<file path="config.mk">
export PLATFORM = sky130hd
export DESIGN_NAME = spi_status_unit
export DESIGN_NICKNAME = d
export VERILOG_FILES = /design/src/rtl/spi_stat_pkg.sv /design/src/rtl/spi_occ_counter.sv /design/src/rtl/spi_mode_err.sv /design/src/rtl/spi_busy_fsm.sv /design/src/rtl/spi_status_unit.sv
export SDC_FILE = /design/constraint.sdc
export NUM_CORES = 1
export LEC_CHECK = 0
export ABC_AREA = 1
export BUFFER_PORTS_ARGS = -buffer_cell sky130_fd_sc_hd__buf_2
export CAP_MARGIN = 5
export CORE_MARGIN = 3
export CORE_UTILIZATION = 54
export DETAILED_ROUTE_END_ITERATION = 8
export GPL_TIMING_DRIVEN = 0
export HOLD_SLACK_MARGIN = 0.12
export MAX_ROUTING_LAYER = met4
export PLACE_DENSITY_LB_ADDON = 0.2
export SLEW_MARGIN = 40
export SYNTH_ARGS = -nofsm -noshare
export SYNTH_HDL_FRONTEND = slang
export SYNTH_SLANG_ARGS = --single-unit
</file>
<file path="constraint.sdc">
create_clock -name clk -period 5.05 [get_ports clk]
set_clock_uncertainty 0.2 [all_clocks]
set_input_delay 0.505 -clock clk [delete_from_list [all_inputs] [get_ports clk]]
set_output_delay 0.505 -clock clk [all_outputs]
set_load 0.005 [all_outputs]
</file>
<file path="src/rtl/spi_stat_pkg.sv">
package spi_stat_pkg;

    typedef enum logic [1:0] {
        BS_OFF   = 2'd0,
        BS_IDLE  = 2'd1,
        BS_SHIFT = 2'd2,
        BS_GAP   = 2'd3
    } busy_st_e;

    localparam logic [1:0] SSM_HW_IN  = 2'b00;
    localparam logic [1:0] SSM_SOFT   = 2'b01;
    localparam logic [1:0] SSM_HW_OUT = 2'b10;

    localparam logic [1:0] LVL_EMPTY = 2'b00;
    localparam logic [1:0] LVL_PART  = 2'b01;
    localparam logic [1:0] LVL_FULL  = 2'b11;

    function automatic logic [1:0] lvl_code(input logic empty, input logic full);
        if (empty)     return LVL_EMPTY;
        else if (full) return LVL_FULL;
        else           return LVL_PART;
    endfunction

    function automatic logic is_soft(input logic [1:0] mode);
        return mode[0];
    endfunction

endpackage

</file>
<file path="src/rtl/spi_occ_counter.sv">
module spi_occ_counter #(
    parameter int DEPTH = 2
) (
    input  logic clk,
    input  logic rst_n,
    input  logic push,
    input  logic pop,
    input  logic flush,
    output logic empty,
    output logic full
);
    localparam int CW = $clog2(DEPTH + 1);
    localparam logic [CW-1:0] TOP = CW'(DEPTH);

    logic [CW-1:0] cnt_q;
    logic do_push, do_pop;

    assign do_push = push & ~full;
    assign do_pop  = pop & ~empty;

    always_ff @(posedge clk or negedge rst_n) begin
        if (!rst_n)
            cnt_q <= '0;
        else if (flush)
            cnt_q <= '0;
        else if (do_push && !do_pop)
            cnt_q <= cnt_q + CW'(1);
        else if (do_pop && !do_push)
            cnt_q <= cnt_q - CW'(1);
    end

    assign empty = (cnt_q == '0);
    assign full  = (cnt_q == TOP);
endmodule

</file>
<file path="src/rtl/spi_mode_err.sv">
module spi_mode_err
    import spi_stat_pkg::*;
(
    input  logic       clk,
    input  logic       rst_n,
    input  logic       ctl1_wr,
    input  logic       ctl1_en,
    input  logic       ctl1_mstr,
    input  logic [1:0] ctl1_ss_mode,
    input  logic       sr_rd,
    input  logic       dr_rd,
    input  logic       ss_in_n,
    input  logic       ovr_evt,
    output logic       en_q,
    output logic       en_nxt,
    output logic       mstr_q,
    output logic [1:0] ss_mode_q,
    output logic       modf_q,
    output logic       ovr_q
);
    logic fault;
    logic mstr_nxt, modf_nxt, ovr_nxt;
    logic modf_arm_q, modf_arm_nxt;
    logic ovr_arm_q, ovr_arm_nxt;
    logic [1:0] mode_nxt;

    // master driven low on a hardware-input select pin
    assign fault = en_q & mstr_q & (ss_mode_q == SSM_HW_IN) & ~ss_in_n;

    always_comb begin
        en_nxt   = en_q;
        mstr_nxt = mstr_q;
        mode_nxt = ss_mode_q;
        if (ctl1_wr) begin
            en_nxt   = ctl1_en;
            mstr_nxt = ctl1_mstr;
            mode_nxt = ctl1_ss_mode;
        end
        if (fault) begin
            en_nxt   = 1'b0;
            mstr_nxt = 1'b0;
        end
    end

    // mode fault: status read arms, control-1 write clears
    always_comb begin
        modf_nxt     = modf_q;
        modf_arm_nxt = modf_arm_q;
        if (fault) begin
            modf_nxt     = 1'b1;
            modf_arm_nxt = 1'b0;
        end else if (ctl1_wr) begin
            if (modf_arm_q) modf_nxt = 1'b0;
            modf_arm_nxt = 1'b0;
        end else if (sr_rd && modf_q) begin
            modf_arm_nxt = 1'b1;
        end
    end

    // overrun: data read arms, status read clears
    always_comb begin
        ovr_nxt     = ovr_q;
        ovr_arm_nxt = ovr_arm_q;
        if (ovr_evt) begin
            ovr_nxt     = 1'b1;
            ovr_arm_nxt = 1'b0;
        end else if (sr_rd && ovr_arm_q) begin
            ovr_nxt     = 1'b0;
            ovr_arm_nxt = 1'b0;
        end else if (dr_rd && ovr_q) begin
            ovr_arm_nxt = 1'b1;
        end
    end

    always_ff @(posedge clk or negedge rst_n) begin
        if (!rst_n) begin
            en_q       <= 1'b0;
            mstr_q     <= 1'b0;
            ss_mode_q  <= SSM_SOFT;
            modf_q     <= 1'b0;
            modf_arm_q <= 1'b0;
            ovr_q      <= 1'b0;
            ovr_arm_q  <= 1'b0;
        end else begin
            en_q       <= en_nxt;
            mstr_q     <= mstr_nxt;
            ss_mode_q  <= mode_nxt;
            modf_q     <= modf_nxt;
            modf_arm_q <= modf_arm_nxt;
            ovr_q      <= ovr_nxt;
            ovr_arm_q  <= ovr_arm_nxt;
        end
    end
endmodule

</file>
<file path="src/rtl/spi_busy_fsm.sv">
module spi_busy_fsm
    import spi_stat_pkg::*;
#(
    parameter int GAP_CYCLES = 4
) (
    input  logic clk,
    input  logic rst_n,
    input  logic en_nxt,
    input  logic mstr,
    input  logic frame_start,
    input  logic frame_done,
    input  logic tx_pending,
    output logic busy,
    output logic start_ok
);
    localparam int GW = $clog2(GAP_CYCLES + 1);
    localparam logic [GW-1:0] GAP_LOAD = GW'(GAP_CYCLES - 1);

    busy_st_e state_q, state_d;
    logic [GW-1:0] gap_q;

    // state register and gap counter
    always_ff @(posedge clk or negedge rst_n) begin
        if (!rst_n) begin
            state_q <= BS_OFF;
            gap_q   <= '0;
        end else begin
            state_q <= state_d;
            if (state_q == BS_SHIFT && state_d == BS_GAP)
                gap_q <= GAP_LOAD;
            else if (state_q == BS_GAP && gap_q != '0)
                gap_q <= gap_q - GW'(1);
        end
    end

    // next state
    always_comb begin
        state_d = state_q;
        if (!en_nxt) begin
            state_d = BS_OFF;
        end else begin
            unique case (state_q)
                BS_OFF:   state_d = BS_IDLE;
                BS_IDLE:  if (start_ok) state_d = BS_SHIFT;
                BS_SHIFT: begin
                    if (frame_done) begin
                        if (!mstr)          state_d = BS_GAP;
                        else if (tx_pending) state_d = BS_SHIFT;
                        else                state_d = BS_IDLE;
                    end
                end
                BS_GAP:   if (gap_q == '0) state_d = BS_IDLE;
            endcase
        end
    end

    // outputs
    always_comb begin
        busy     = (state_q == BS_SHIFT);
        start_ok = frame_start & en_nxt &
                   ((state_q == BS_IDLE) || (state_q == BS_SHIFT));
    end
endmodule

</file>
<file path="src/rtl/spi_status_unit.sv">
module spi_status_unit
    import spi_stat_pkg::*;
#(
    parameter int TX_DEPTH   = 2,
    parameter int RX_DEPTH   = 1,
    parameter int GAP_CYCLES = 4
) (
    input  logic       clk,
    input  logic       rst_n,
    input  logic       ctl1_wr,
    input  logic       ctl1_en,
    input  logic       ctl1_mstr,
    input  logic [1:0] ctl1_ss_mode,
    input  logic       ctl2_wr,
    input  logic       ctl2_ie_rx,
    input  logic       ctl2_ie_tx,
    input  logic       ctl2_ie_err,
    input  logic       ctl2_clr_tx,
    input  logic       sr_rd,
    input  logic       dr_rd,
    input  logic       dr_wr,
    input  logic       frame_start,
    input  logic       frame_done,
    input  logic       ss_in_n,
    output logic       en_o,
    output logic       mstr_o,
    output logic       rxne_o,
    output logic       txe_o,
    output logic       busy_o,
    output logic       modf_o,
    output logic       ovr_o,
    output logic [1:0] tx_lvl_o,
    output logic [1:0] rx_lvl_o,
    output logic       irq_o,
    output logic       ss_oe_o,
    output logic       ss_out_n_o,
    output logic       eng_sel_o
);
    logic en_nxt, start_ok;
    logic [1:0] ss_mode_q;
    logic tx_empty, tx_full, rx_empty, rx_full;
    logic ovr_evt, tx_flush;
    logic ie_rx_q, ie_tx_q, ie_err_q;

    assign ovr_evt  = frame_done & rx_full;
    assign tx_flush = ctl2_wr & ctl2_clr_tx;

    spi_mode_err u_mode (
        .clk          (clk),
        .rst_n        (rst_n),
        .ctl1_wr      (ctl1_wr),
        .ctl1_en      (ctl1_en),
        .ctl1_mstr    (ctl1_mstr),
        .ctl1_ss_mode (ctl1_ss_mode),
        .sr_rd        (sr_rd),
        .dr_rd        (dr_rd),
        .ss_in_n      (ss_in_n),
        .ovr_evt      (ovr_evt),
        .en_q         (en_o),
        .en_nxt       (en_nxt),
        .mstr_q       (mstr_o),
        .ss_mode_q    (ss_mode_q),
        .modf_q       (modf_o),
        .ovr_q        (ovr_o)
    );

    spi_busy_fsm #(.GAP_CYCLES(GAP_CYCLES)) u_busy (
        .clk         (clk),
        .rst_n       (rst_n),
        .en_nxt      (en_nxt),
        .mstr        (mstr_o),
        .frame_start (frame_start),
        .frame_done  (frame_done),
        .tx_pending  (~tx_empty),
        .busy        (busy_o),
        .start_ok    (start_ok)
    );

    spi_occ_counter #(.DEPTH(TX_DEPTH)) u_txq (
        .clk   (clk),
        .rst_n (rst_n),
        .push  (dr_wr),
        .pop   (start_ok),
        .flush (tx_flush),
        .empty (tx_empty),
        .full  (tx_full)
    );

    spi_occ_counter #(.DEPTH(RX_DEPTH)) u_rxq (
        .clk   (clk),
        .rst_n (rst_n),
        .push  (frame_done),
        .pop   (dr_rd),
        .flush (1'b0),
        .empty (rx_empty),
        .full  (rx_full)
    );

    always_ff @(posedge clk or negedge rst_n) begin
        if (!rst_n) begin
            ie_rx_q  <= 1'b0;
            ie_tx_q  <= 1'b0;
            ie_err_q <= 1'b0;
        end else if (ctl2_wr) begin
            ie_rx_q  <= ctl2_ie_rx;
            ie_tx_q  <= ctl2_ie_tx;
            ie_err_q <= ctl2_ie_err;
        end
    end

    always_comb begin
        rxne_o     = ~rx_empty;
        txe_o      = tx_empty;
        tx_lvl_o   = lvl_code(tx_empty, tx_full);
        rx_lvl_o   = lvl_code(rx_empty, rx_full);
        irq_o      = (rxne_o & ie_rx_q) | (txe_o & ie_tx_q) |
                     ((ovr_o | modf_o) & ie_err_q);
        ss_oe_o    = en_o & mstr_o & (ss_mode_q == SSM_HW_OUT);
        ss_out_n_o = ~ss_oe_o;
        eng_sel_o  = en_o & (mstr_o | is_soft(ss_mode_q) | ~ss_in_n);
    end
endmodule

</file>
==> impl_metrics.toml <==
[die]
placement_rows = 15
core_area_um2 = 1820
ioPinCount = 33
die_boundary_height_um = 51.3
dieArea_um2 = 2630
initial_util_pct = 60.8
die_w_um = 51.3

[cts]
tritoncts.num_buffers = 3
path_clk_slew_ns = 0.10
cts_htree_levels = 1
clock_tree_from_tritoncts = "done"
ctsLongestPathBuffers = 2
number_of_clock_sinks = 19
cts.root.buffer_cell = "sky130_fd_sc_hd__clkbuf_4"
worst_skew_pair.late_latency_ns = 0.30

[yosys]
yosysSeqAreaShare_pct = 43.1
post_synth_inst_count = 138
mappedNetlistArea_um2 = 1110
yosys_top_cell_by_area = "sky130_fd_sc_hd__dfrtp_1"
synth_top_area_share_pct = 40.7
synth-warning-count = 0
largest_cells_by_area_after_synthesis = "sky130_fd_sc_hd__dfrtp_1 (41%), sky130_fd_sc_hd__nand2_1 (14%), sky130_fd_sc_hd__ha_1 (6.8%), sky130_fd_sc_hd__inv_1 (5.4%), sky130_fd_sc_hd__nor2_1 (3.4%)"
total_of_flip_flops_plus_latches_after_synthesis = 19
synthesis.area_per_instance_um2 = 8.02
yosys.cell_types.count = 28
syn-num-nets = 162

[timing]
period_needed_ns = 2.02
setup-violations-final = 0
drv_slew = 0
rsz0062_at_grt = "false"
transition_at_the_pin_with_the_smallest_max_transition_slack_ns = 0.422
total_negative_setup_slacks_ns = 0
hold_viol = 0
holdWs_ns = 0.187
period_share_pct = 40.0
max_slew_margin_pct = 71.9
fmax_mhz = 495

[placement]
postPlaceCellArea_um2 = 1300
place.port_buffers = 32
gp_congestion = 0.774
dp_hpwl_mm = 1.79

[critical_path]
worst_path_largest_cell_delay_ns = 0.46
critPathCaptureType = "output port"
cp.required_ns = 4.35
cp_top_family = "flip-flops"
timing.critical_path.arrival_ns = 1.32
crit_type = "flip-flop to output port"
timing.critical_path.slowest_stage_cell = "sky130_fd_sc_hd__dfrtp_1"
timing.critical_path.from_type = "flip-flop"
path_buf_inv = 2
cp_cell_sequence = "nor2_2, inv_2, o221ai_1, buf_2"
critPathMaxFanout = 7
reg2reg_slack_ns = 3.16

[final_layout]
layout.core_utilization_pct = 73.3
layout_commonest_cell = "sky130_fd_sc_hd__nand2_1"
final_design_area_no_fill_um2 = 1340
insertedDiodeCount = 0
final_nets = 200
post_route_cells_drive_above_1_share_pct = 32.0
area_delta_synth_final_pct = 20.6
highest_count_cells_in_the_layout_ignoring_fill_and_taps = "sky130_fd_sc_hd__nand2_1 (42), sky130_fd_sc_hd__buf_2 (32), sky130_fd_sc_hd__dfrtp_1 (18)"

[routing]
number_of_vias_after_detailed_routing = 977
postRouteAntennaNets = 0
drt-vias-per-instance = 4.89
sum_of_routed_wire_length_over_all_layers_mm = 2.22
post-route-drc-count = 0
drt_first_iter_violations = 13
wire_per_inst_um = 11.1
dr.pass1.iters = 4

[hold_path]
hold_class = "input port to flip-flop"

[grt]
grtUsageTotal_pct = 20.1
grt.overflow.total = 0
grt_antenna_before_repair = 0
grt_pass1_vias = 985
global_route_wire_length_before_repair_mm = 3.91
grt_max_degree = 20

[pwr]
internal-power_w = 0.000277
sw_frac_of_total_pct = 36.4
total_power_w = 0.000436
powerDensity_nw_per_um2 = 326
seq_power_share_pct = 48.1
power.combinational.fraction_pct = 34.4
power.share.clock_pct = 17.6
p_leak_nw = 0.754
vdd.ir_drop.worst_uv = 226
switchingPower_w = 0.000159

[run_status]
status = "completed"

[run]
max-cap-violations = 0
==> power by group through the flow <==
stage | combinational, W | clock [W] | sequential (W)
3_5_place_dp | 0.000150 | 0 | 0.000212
3_3_place_gp | 0.000144 | 0 | 0.000211
2_1_floorplan | 0.0000920 | 0 | 0.000208
4_1_cts | 0.000151 | 0.0000800 | 0.000209
5_1_grt | 0.000172 | 0.0000849 | 0.000216
6_report | 0.000150 | 0.0000766 | 0.000209
==> path summary, 6_finish.rpt <==
kind	from	end	cells after the start
setup / recovery	u_txq.cnt_q[0]$_DFFE_PN0P_	irq_o	4
hold / removal	ctl1_ss_mode[0]	u_mode.ss_mode_q[0]$_DFFE_PN1P_	3
setup reg to reg	u_busy.state_q[0]$_DFF_PN0_	u_busy.gap_q[2]$_DFFE_PN0P_	12
hold reg to reg	u_mode.ss_mode_q[0]$_DFFE_PN1P_	u_mode.ss_mode_q[0]$_DFFE_PN1P_	2
max in group asynchronous	rst_n	u_mode.ss_mode_q[0]$_DFFE_PN1P_	2
min in group asynchronous	rst_n	u_mode.ovr_arm_q$_DFFE_PN0P_	2
==> logic make-up (layout without fill, tap and decap cells) <==
group                      count (synthesis)  in the layout  share of synthesized area, %
adders and majority gates                  6              6                          6.78
muxes                                      2              2                          2.03
and+or+nand+nor                           73             73                          31.0
buffers and inverters                     22             59                          8.36
AOI/OAI and AO/OA                         14             14                          7.23
DFF                                       19             19                          43.1
xor gates and xnor gates                   2              2                          1.58
==> cells in the mapped netlist <==
library cell	number
sky130_fd_sc_hd__a21boi_0	2
sky130_fd_sc_hd__a21oi_1	3
sky130_fd_sc_hd__buf_4	2
sky130_fd_sc_hd__dfrtp_1	18
sky130_fd_sc_hd__dfstp_2	1
sky130_fd_sc_hd__ha_1	6
sky130_fd_sc_hd__inv_1	16
sky130_fd_sc_hd__inv_2	3
sky130_fd_sc_hd__inv_4	1
sky130_fd_sc_hd__mux2_2	2
sky130_fd_sc_hd__nand2_1	42
sky130_fd_sc_hd__nand2_2	5
sky130_fd_sc_hd__nand2_4	1
sky130_fd_sc_hd__nand3_1	3
sky130_fd_sc_hd__nand3_2	1
sky130_fd_sc_hd__nand3b_1	1
sky130_fd_sc_hd__nand4_1	4
sky130_fd_sc_hd__nand4_2	1
sky130_fd_sc_hd__nor2_1	10
sky130_fd_sc_hd__nor2_2	2
sky130_fd_sc_hd__nor2_4	1
sky130_fd_sc_hd__nor3_1	1
sky130_fd_sc_hd__o21ai_0	6
sky130_fd_sc_hd__o21ai_1	1
sky130_fd_sc_hd__o221ai_1	1
sky130_fd_sc_hd__o22ai_1	1
sky130_fd_sc_hd__or2_2	1
sky130_fd_sc_hd__xor2_1	2
==> sequential cells by signal (all words and copies together), names as in the netlist <==
| register | count |
|---|---|
| u_mode.ss_mode_q | 2 |
| ie_err_q | 1 |
| ie_tx_q | 1 |
| u_mode.modf_q | 1 |
| u_busy.state_q | 2 |
| u_busy.gap_q | 3 |
| u_mode.ovr_arm_q | 1 |
| u_rxq.full | 1 |
| u_mode.mstr_q | 1 |
| u_mode.ovr_q | 1 |
| u_mode.modf_arm_q | 1 |
| u_txq.cnt_q | 2 |
| u_mode.en_q | 1 |
| ie_rx_q | 1 |
==> routing by layer <==
layer  global-route usage, %  wire length [um]  up-vias
li1                        -                 -      512
met1                    23.5               988      426
met2                    33.7              1060       35
met3                    4.37               142        4
met4                    7.86                31        0
met5                       -                 0        -
==> metrics by stage <==
stage | setup slack (ns) | std cells
2_1_floorplan | 3.39 | 138
3_3_place_gp | 3.26 | 195
3_5_place_dp | 3.21 | 195
4_1_cts | 3.02 | 200
5_1_grt | 2.90 | 200
6_report | 3.03 | 200
==> worst min-delay path, stage by stage <==
cell	delay [ns]
sky130_fd_sc_hd__buf_2	0.10
sky130_fd_sc_hd__nand2_1	0.05
sky130_fd_sc_hd__nand2_1	0.04
==> layout make-up <==
cell class              count  area, um^2
inverters                  20        77.6
multi-input cells          97         538
well taps                  25        31.3
flip-flops and latches     19         477
repair buffers             33         170
clock buffers               4        26.3
plain buffers               2        15.0
fillers                   156         485
==> timing repair <==
item / in CTS / in global routing
setup buffers: 0 / 0
hold buffers: 1 / 0
endpoints found under the hold margin: 18 / 0
gates resized for setup: 0 / 0
(Power assumes the default switching activity.)
